===== src/rtl/branch_hist_buf.sv =====
module branch_hist_buf #(
  parameter int DEPTH  = 16,
  parameter int SEQ_W  = 16,
  parameter int PC_W   = 32,
  parameter int HIST_W = 8,
  parameter int SIDX_W = 4
) (
  input  logic              clk,
  input  logic              rst_n,
  input  logic              ins_valid,
  input  logic [SEQ_W-1:0]  ins_seq,
  input  logic [PC_W-1:0]   ins_pc,
  input  logic              ins_taken,
  input  logic [HIST_W-1:0] ins_hist,
  input  logic              ins_used,
  input  logic [SIDX_W-1:0] ins_sidx,
  input  logic [PC_W-1:0]   ins_stgt,
  input  logic              ins_ret,
  input  logic              ins_ind,
  input  logic              cmt_valid,
  input  logic [SEQ_W-1:0]  cmt_seq,
  input  logic              sq_valid,
  input  logic [SEQ_W-1:0]  sq_seq,
  input  logic              mp_valid,
  input  logic [SEQ_W-1:0]  mp_seq,
  input  logic              mp_taken,
  input  logic [PC_W-1:0]   mp_target,
  output logic              full,
  output logic              busy,
  output logic              upd_valid,
  output logic [PC_W-1:0]   upd_pc,
  output logic              upd_taken,
  output logic [HIST_W-1:0] upd_hist,
  output logic              upd_squash,
  output logic              rsq_valid,
  output logic [HIST_W-1:0] rsq_hist,
  output logic              btb_wr_valid,
  output logic [PC_W-1:0]   btb_wr_pc,
  output logic [PC_W-1:0]   btb_wr_tgt,
  output logic              ind_wr_valid,
  output logic [SEQ_W-1:0]  ind_wr_seq,
  output logic [HIST_W-1:0] ind_wr_hist,
  output logic [PC_W-1:0]   ind_wr_tgt,
  output logic              stk_rst_valid,
  output logic [SIDX_W-1:0] stk_rst_idx,
  output logic [PC_W-1:0]   stk_rst_tgt,
  output logic              stk_pop
);
  localparam int PTR_W = (DEPTH > 1) ? $clog2(DEPTH) : 1;
  localparam int CNT_W = $clog2(DEPTH + 1);
  localparam int SUM_W = CNT_W + 1;

  typedef enum logic [1:0] {M_IDLE, M_CMT, M_SQ} mode_t;

  logic [SEQ_W-1:0]  r_seq  [DEPTH];
  logic [PC_W-1:0]   r_pc   [DEPTH];
  logic [HIST_W-1:0] r_hist [DEPTH];
  logic [SIDX_W-1:0] r_sidx [DEPTH];
  logic [PC_W-1:0]   r_stgt [DEPTH];
  logic              r_tk   [DEPTH];
  logic              r_used [DEPTH];
  logic              r_ret  [DEPTH];
  logic              r_ind  [DEPTH];
  logic              r_sqd  [DEPTH];

  mode_t             mode;
  logic [SEQ_W-1:0]  pend;
  logic [PTR_W-1:0]  head, tail, yng;
  logic [CNT_W-1:0]  count;
  logic [SUM_W-1:0]  tsum;
  logic              idle, sq_go, mp_go, cm_go, in_go;
  logic              mp_hit;
  logic [PTR_W-1:0]  mp_at;

  assign full  = (count == CNT_W'(DEPTH));
  assign idle  = (mode == M_IDLE);
  assign busy  = !idle;
  assign sq_go = idle && sq_valid;
  assign mp_go = idle && !sq_valid && mp_valid;
  assign cm_go = idle && !sq_valid && !mp_valid && cmt_valid;
  assign in_go = idle && !sq_valid && !mp_valid && !cmt_valid && ins_valid && !full;

  assign tsum = SUM_W'(head) + SUM_W'(count);
  assign tail = PTR_W'((tsum >= SUM_W'(DEPTH)) ? tsum - SUM_W'(DEPTH) : tsum);
  assign yng  = (tail == '0) ? PTR_W'(DEPTH - 1) : tail - 1'b1;

  always_comb begin
    logic [SUM_W-1:0] s;
    mp_hit = 1'b0;
    mp_at  = '0;
    s      = '0;
    for (int i = DEPTH - 1; i >= 0; i--) begin
      s = SUM_W'(head) + SUM_W'(i);
      if (s >= SUM_W'(DEPTH)) s = s - SUM_W'(DEPTH);
      if (SUM_W'(i) < SUM_W'(count) && r_seq[PTR_W'(s)] == mp_seq) begin
        mp_hit = 1'b1;
        mp_at  = PTR_W'(s);
      end
    end
  end

  always_ff @(posedge clk) begin
    if (!rst_n) begin
      mode <= M_IDLE; pend <= '0; head <= '0; count <= '0;
      upd_valid <= 1'b0; rsq_valid <= 1'b0; btb_wr_valid <= 1'b0;
      ind_wr_valid <= 1'b0; stk_rst_valid <= 1'b0; stk_pop <= 1'b0;
      upd_pc <= '0; upd_taken <= 1'b0; upd_hist <= '0; upd_squash <= 1'b0;
      rsq_hist <= '0; btb_wr_pc <= '0; btb_wr_tgt <= '0;
      ind_wr_seq <= '0; ind_wr_hist <= '0; ind_wr_tgt <= '0;
      stk_rst_idx <= '0; stk_rst_tgt <= '0;
    end else begin
      upd_valid <= 1'b0; rsq_valid <= 1'b0; btb_wr_valid <= 1'b0;
      ind_wr_valid <= 1'b0; stk_rst_valid <= 1'b0; stk_pop <= 1'b0;
      case (mode)
        M_CMT: begin
          if (count != '0 && r_seq[head] <= pend) begin
            if (r_sqd[head]) begin
              rsq_valid <= 1'b1; rsq_hist <= r_hist[head];
            end else begin
              upd_valid <= 1'b1; upd_pc <= r_pc[head]; upd_taken <= r_tk[head];
              upd_hist <= r_hist[head]; upd_squash <= 1'b0;
            end
            head  <= (head == PTR_W'(DEPTH - 1)) ? '0 : head + 1'b1;
            count <= count - 1'b1;
          end else mode <= M_IDLE;
        end
        M_SQ: begin
          if (count != '0 && r_seq[yng] > pend) begin
            if (r_used[yng]) begin
              stk_rst_valid <= 1'b1; stk_rst_idx <= r_sidx[yng]; stk_rst_tgt <= r_stgt[yng];
            end
            count <= count - 1'b1;
          end else mode <= M_IDLE;
        end
        default: begin
          if (sq_go) begin
            mode <= M_SQ; pend <= sq_seq;
          end else if (mp_go) begin
            if (mp_hit) begin
              upd_valid <= 1'b1; upd_pc <= r_pc[mp_at]; upd_taken <= mp_taken;
              upd_hist <= r_hist[mp_at]; upd_squash <= 1'b1;
              r_sqd[mp_at] <= 1'b1;
              if (mp_taken) begin
                if (r_ret[mp_at] && !r_used[mp_at]) begin
                  stk_pop <= 1'b1; r_used[mp_at] <= 1'b1;
                end
                if (r_ind[mp_at]) begin
                  ind_wr_valid <= 1'b1; ind_wr_seq <= r_seq[mp_at];
                  ind_wr_hist <= r_hist[mp_at]; ind_wr_tgt <= mp_target;
                end else begin
                  btb_wr_valid <= 1'b1; btb_wr_pc <= r_pc[mp_at]; btb_wr_tgt <= mp_target;
                end
              end else if (r_used[mp_at]) begin
                stk_rst_valid <= 1'b1; stk_rst_idx <= r_sidx[mp_at]; stk_rst_tgt <= r_stgt[mp_at];
              end
            end
          end else if (cm_go) begin
            mode <= M_CMT; pend <= cmt_seq;
          end else if (in_go) begin
            r_seq[tail] <= ins_seq; r_pc[tail] <= ins_pc; r_tk[tail] <= ins_taken;
            r_hist[tail] <= ins_hist; r_used[tail] <= ins_used; r_sidx[tail] <= ins_sidx;
            r_stgt[tail] <= ins_stgt; r_ret[tail] <= ins_ret; r_ind[tail] <= ins_ind;
            r_sqd[tail] <= 1'b0;
            count <= count + 1'b1;
          end
        end
      endcase
    end
  end


  no_overflow_chk: assert property (@(posedge clk) disable iff (!rst_n)
    count <= CNT_W'(DEPTH));

  full_no_grow_chk: assert property (@(posedge clk) disable iff (!rst_n)
    full |=> count <= $past(count));

  pop_src_chk: assert property (@(posedge clk) disable iff (!rst_n)
    stk_pop |-> $past(mp_go) && $past(mp_taken));

  one_table_chk: assert property (@(posedge clk) disable iff (!rst_n)
    !(btb_wr_valid && ind_wr_valid));

  retire_mode_chk: assert property (@(posedge clk) disable iff (!rst_n)
    (upd_valid && !upd_squash) |-> $past(mode == M_CMT));

  restore_src_chk: assert property (@(posedge clk) disable iff (!rst_n)
    stk_rst_valid |-> ($past(mode == M_SQ) || ($past(mp_go) && !$past(mp_taken))));

  one_accept_chk: assert property (@(posedge clk) disable iff (!rst_n)
    $countones({sq_go, mp_go, cm_go, in_go}) <= 1);
endmodule


===== config.mk =====
export PLATFORM = sky130hd
export DESIGN_NAME = branch_hist_buf
export DESIGN_NICKNAME = d
export VERILOG_FILES = /design/src/rtl/branch_hist_buf.sv
export SDC_FILE = /design/constraint.sdc
export NUM_CORES = 2
export LEC_CHECK = 0
export ABC_AREA = 1
export ABC_CLOCK_PERIOD_IN_PS = 19830
export BUFFER_PORTS_ARGS = -buffer_cell sky130_fd_sc_hd__buf_2
export CAP_MARGIN = 5
export CELL_PAD_IN_SITES_DETAIL_PLACEMENT = 2
export CELL_PAD_IN_SITES_GLOBAL_PLACEMENT = 2
export CORE_MARGIN = 2
export CORE_UTILIZATION = 35
export CTS_BUF_LIST = sky130_fd_sc_hd__clkbuf_4
export CTS_CLUSTER_SIZE = 12
export DETAILED_ROUTE_END_ITERATION = 16
export GPL_TIMING_DRIVEN = 0
export PLACE_DENSITY_LB_ADDON = 0.25
export REMOVE_ABC_BUFFERS = 1
export SLEW_MARGIN = 10
export SYNTH_ARGS = -nofsm -noshare
export SYNTH_HDL_FRONTEND = slang
export SYNTH_SLANG_ARGS = --single-unit
export TNS_END_PERCENT = 50

===== constraint.sdc =====
create_clock -name clk -period 19.83 [get_ports clk]
set_input_delay 4.9575 -clock clk [delete_from_list [all_inputs] [get_ports clk]]
set_output_delay 4.9575 -clock clk [all_outputs]
set_load 0.03 [all_outputs]

==> results.toml <==
[status]
status = "completed"

[power_and_ir_drop]
switching_share = 0.519
clkPwrFrac = 0.210
ir_worst_vdd_mv = 0.149
p_switching_mw = 9.64
pwr-share-comb = 0.559
p_seq_frac = 0.231
p_int_mw = 8.92
power_density_nw_per_um2 = 151
leakage_nw = 49.9

[clock_tree]
cts_root_buf = "clkbuf_4"
ctsResizeCount = 0
ctsHoldBuffers = 0
htreeDepth = 6
post_cts.repair.setup_buffers = 0
numClockSinks = 1795
clock_path_buffers = 4
clk_latency_ns = 1.57
clkTransAtPathRegs_ns = 0.07
tritoncts = "built"
cts_buffers = 528

[placed_design]
hpwl_um = 369000
place_ws_ns = 5.51
place.gp.congestion = 0.990
io_buffers = 396

[critical_path]
cpLargestDelayFamily = "simple AND/OR/NAND/NOR gates"
criticalPathCategory = "in2reg"
reg2reg_setup_slack_ns = 7.55
cp_common_cell = "nand2_1"
reg2reg_depth = 50
arrival_ns = 14.52
cp-end-kind = "flop"
worstReg2RegEnd = "stk_rst_tgt[12]$_SDFFE_PN0P_"
cp-start-kind = "input port"
r2r_start = "head[0]$_SDFFE_PN0P_"
cp_max_fo = 118
critPathBufInv = 10
required_ns = 21.26
slowest_delay_ns = 0.64
slowest_stage = "nand2_4"

[floorplan]
rows = 203
pin_count = 397
die_area_um2 = 311000
core-area_um2 = 305000
dieWidth_um = 558
die_h_um = 558
initial_core_util = 0.351

[global_routing]
track_usage = 0.357
grt_max_degree = 142
grt_pass1_vias = 122000
grt_overflow = 0
grt_pass1_wl_um = 829000
antenna_found_initial = 75

[synth]
yosysSeqAreaShare = 0.480
synth_cells = 13800
avgSynthCellArea_um2 = 7.77
synth_enable_flop_cells = 1552
yosys_warnings = 0
synth_seq_cells = 1795
async_flop_share = 0
synthFlopType = "edfxtp_1"
synth.distinct_cells = 77
syn-cell-area_um2 = 107000

[sta]
fin_skew_ns = 0.198
fin_crit_ns = 13.09
maxSlewViolCount = 0
max_slew_margin = 0.107
timing.fmax_ghz = 0.0764
setup_slack_ns = 6.74
worst_slew_pin_slew_ns = 1.34
fin_crit_sh = 0.660
finalSetupViolations = 0
hold_viol = 0
rsz0062_at_grt = "no"
setup_tns_ns = 0

[routing]
antenna_left = 0
drt-pass1-iter-count = 6
routed_via_density = 6.11
drt-initial-drc-count = 9392
num_vias = 113000
drt-wirelength-per-cell_um = 31.0
wirelength_um = 572000
drc = 0

[worst_hold_path]
hold_depth = 2
worstHoldEndpoint = "rsq_hist[1]$_SDFFE_PN0P_"
hold_class = "reg2reg"
min_from = "rsq_hist[1]$_SDFFE_PN0P_"

[layout]
syn2layout_area_growth_pct = 14.6
multi_input_area_um2 = 47600
drive_gt1_frac = 0.114
layout.nets = 14200
fin_util = 0.403
fillers = 34600
final-seq-area_um2 = 51500

[job]
cap_violations = 0
==> cell usage in the layout (no fill, tap or decap), types with 45 or more instances in the layout <==
cell      count
buf_12      112
o22ai_1     148
a21oi_1     723
o211ai_1    225
nand3b_1    105
inv_1       874
xor2_1       66
buf_2       395
clkbuf_4    763
ha_1         46
edfxtp_1   1552
o21ai_1     163
nor2_1      866
o21ai_0    1179
o221ai_1     45
dfxtp_1     235
buf_16      138
clkinv_1    119
nand2_1    3727
nand3_1    2304
a31oi_1     118
==> power groups by stage <==
stage / combinational [mW] / clock (mW) / sequential (mW)
after floorplan: 5.44 / 0 / 4.50
after global placement: 9.49 / 0 / 4.61
after detailed placement: 10.0 / 0 / 4.36
after CTS: 10.1 / 3.97 / 4.28
after global routing: 11.0 / 4.14 / 4.29
final: 10.4 / 3.90 / 4.28
==> final cells by class <==
type                            instances  area share
Clock buffer                          763      0.0466
Antenna cell                           28    0.000570
Multi-Input combinational cell      10000       0.387
Inverter                              926      0.0292
Clock inverter                        173      0.0103
Sequential cell                      1795       0.419
Tap cell                             4100      0.0417
Timing Repair Buffer                  649      0.0655
==> metrics by stage <==
stage	total power [mW]	hold slack (ns)	cells	cell area (µm²)
6_report	18.6	0.472	18500	123000
4_1_cts	18.4	0.472	18400	123000
2_1_floorplan	9.94	0.458	12800	102000
3_5_place_dp	14.4	0.459	17500	116000
5_1_grt	19.4	0.486	18500	123000
3_3_place_gp	14.1	0.451	17300	109000
==> cell families (layout without fill, tap and decap cells) <==
| logic type | Yosys count | after routing | share of synthesized area |
|---|---|---|---|
| DFF | 1795 | 1795 | 0.480 |
| other | 0 | 28 | 0 |
| AOI/OAI and AO/OA | 2721 | 2721 | 0.141 |
| xor gates and xnor gates | 73 | 73 | 0.00673 |
| buffers and inverters | 1977 | 2511 | 0.0794 |
| adders and majority gates | 54 | 54 | 0.00637 |
| and+or+nand+nor | 7160 | 7160 | 0.285 |
| muxes | 25 | 25 | 0.00233 |
==> worst register-to-register path: cells and delay by family (launching register included) <==
kind                     cells  cell delay (ns)
AND/OR/NAND/NOR             36             5.29
buffers and inverters       12             4.62
adder cells (fa/ha/maj)      1             1.28
flip-flops                   1             0.76
AO/OA/AOI/OAI                1             0.26
==> flip-flops by register name, summed over array words and instances, names as in the netlist, 16 cells and up, named ones only <==
name,count
ind_wr_seq,16
r_stgt,512
btb_wr_tgt,32
btb_wr_pc,32
pend,16
r_sqd,16
upd_pc,32
r_sidx,64
r_ret,16
r_pc,512
r_used,16
r_seq,256
r_ind,16
stk_rst_tgt,32
r_tk,16
r_hist,128
ind_wr_tgt,32
==> synth_stat cells, types with 4 or more instances <==
cell         n  area share
a211oi_1    20      0.0014
a21o_1       4     0.00028
a21oi_1    723       0.034
a21oi_2      8     0.00065
a221o_1      5     0.00047
a221oi_1    14      0.0011
a22o_1      16      0.0013
a22oi_1      6     0.00042
a311oi_1     6     0.00049
a31oi_1    118      0.0069
and2_0       4     0.00023
buf_1      126      0.0044
buf_2      269       0.013
buf_4       82      0.0057
buf_6       55      0.0058
clkbuf_1   516       0.018
clkinv_1    17     0.00059
dfxtp_1    243       0.045
edfxtp_1  1552        0.43
ha_1        53      0.0062
inv_1      884       0.031
inv_2       23     0.00080
mux2i_1     25      0.0023
nand2_1   3734        0.13
nand2_2      8     0.00047
nand3_1   2305        0.11
nand3_2      6     0.00056
nand3b_1   105      0.0073
nand4_1     21      0.0012
nor2_1     883       0.031
nor2_2       6     0.00035
nor3_1      22      0.0010
nor4_1      15     0.00087
o211ai_1   225       0.016
o21a_1      19      0.0013
o21ai_0   1179       0.055
o21ai_1    163      0.0076
o221ai_1    45      0.0037
o22ai_1    148      0.0086
or2_2       26      0.0015
xor2_1      66      0.0054
==> layer usage <==
metal | wire [µm] | track usage | vias to the layer above
met5 | 396 | 0 | -
met4 | 35600 | 0.203 | 64
met3 | 41100 | 0.0676 | 1874
met2 | 271000 | 0.597 | 4936
met1 | 224000 | 0.430 | 58000
li1 | - | - | 48000
==> worst max-delay path by stage <==
stage | startpoint | end | slack (ns) | cells past startpoint
floorplan | flop | stk_rst_tgt[12]$_SDFFE_PN0P_ | -20.31 | 21
global placement | flop | stk_rst_tgt[8]$_SDFFE_PN0P_ | -71.56 | 21
detailed placement | mp_seq[14] | stk_rst_tgt[12]$_SDFFE_PN0P_ | 5.51 | 43
CTS | mp_seq[14] | stk_rst_tgt[8]$_SDFFE_PN0P_ | 7.08 | 43
global route | mp_seq[14] | stk_rst_tgt[17]$_SDFFE_PN0P_ | 6.37 | 43
finish | mp_seq[14] | stk_rst_tgt[12]$_SDFFE_PN0P_ | 6.74 | 43
(Power assumes the default switching activity.)
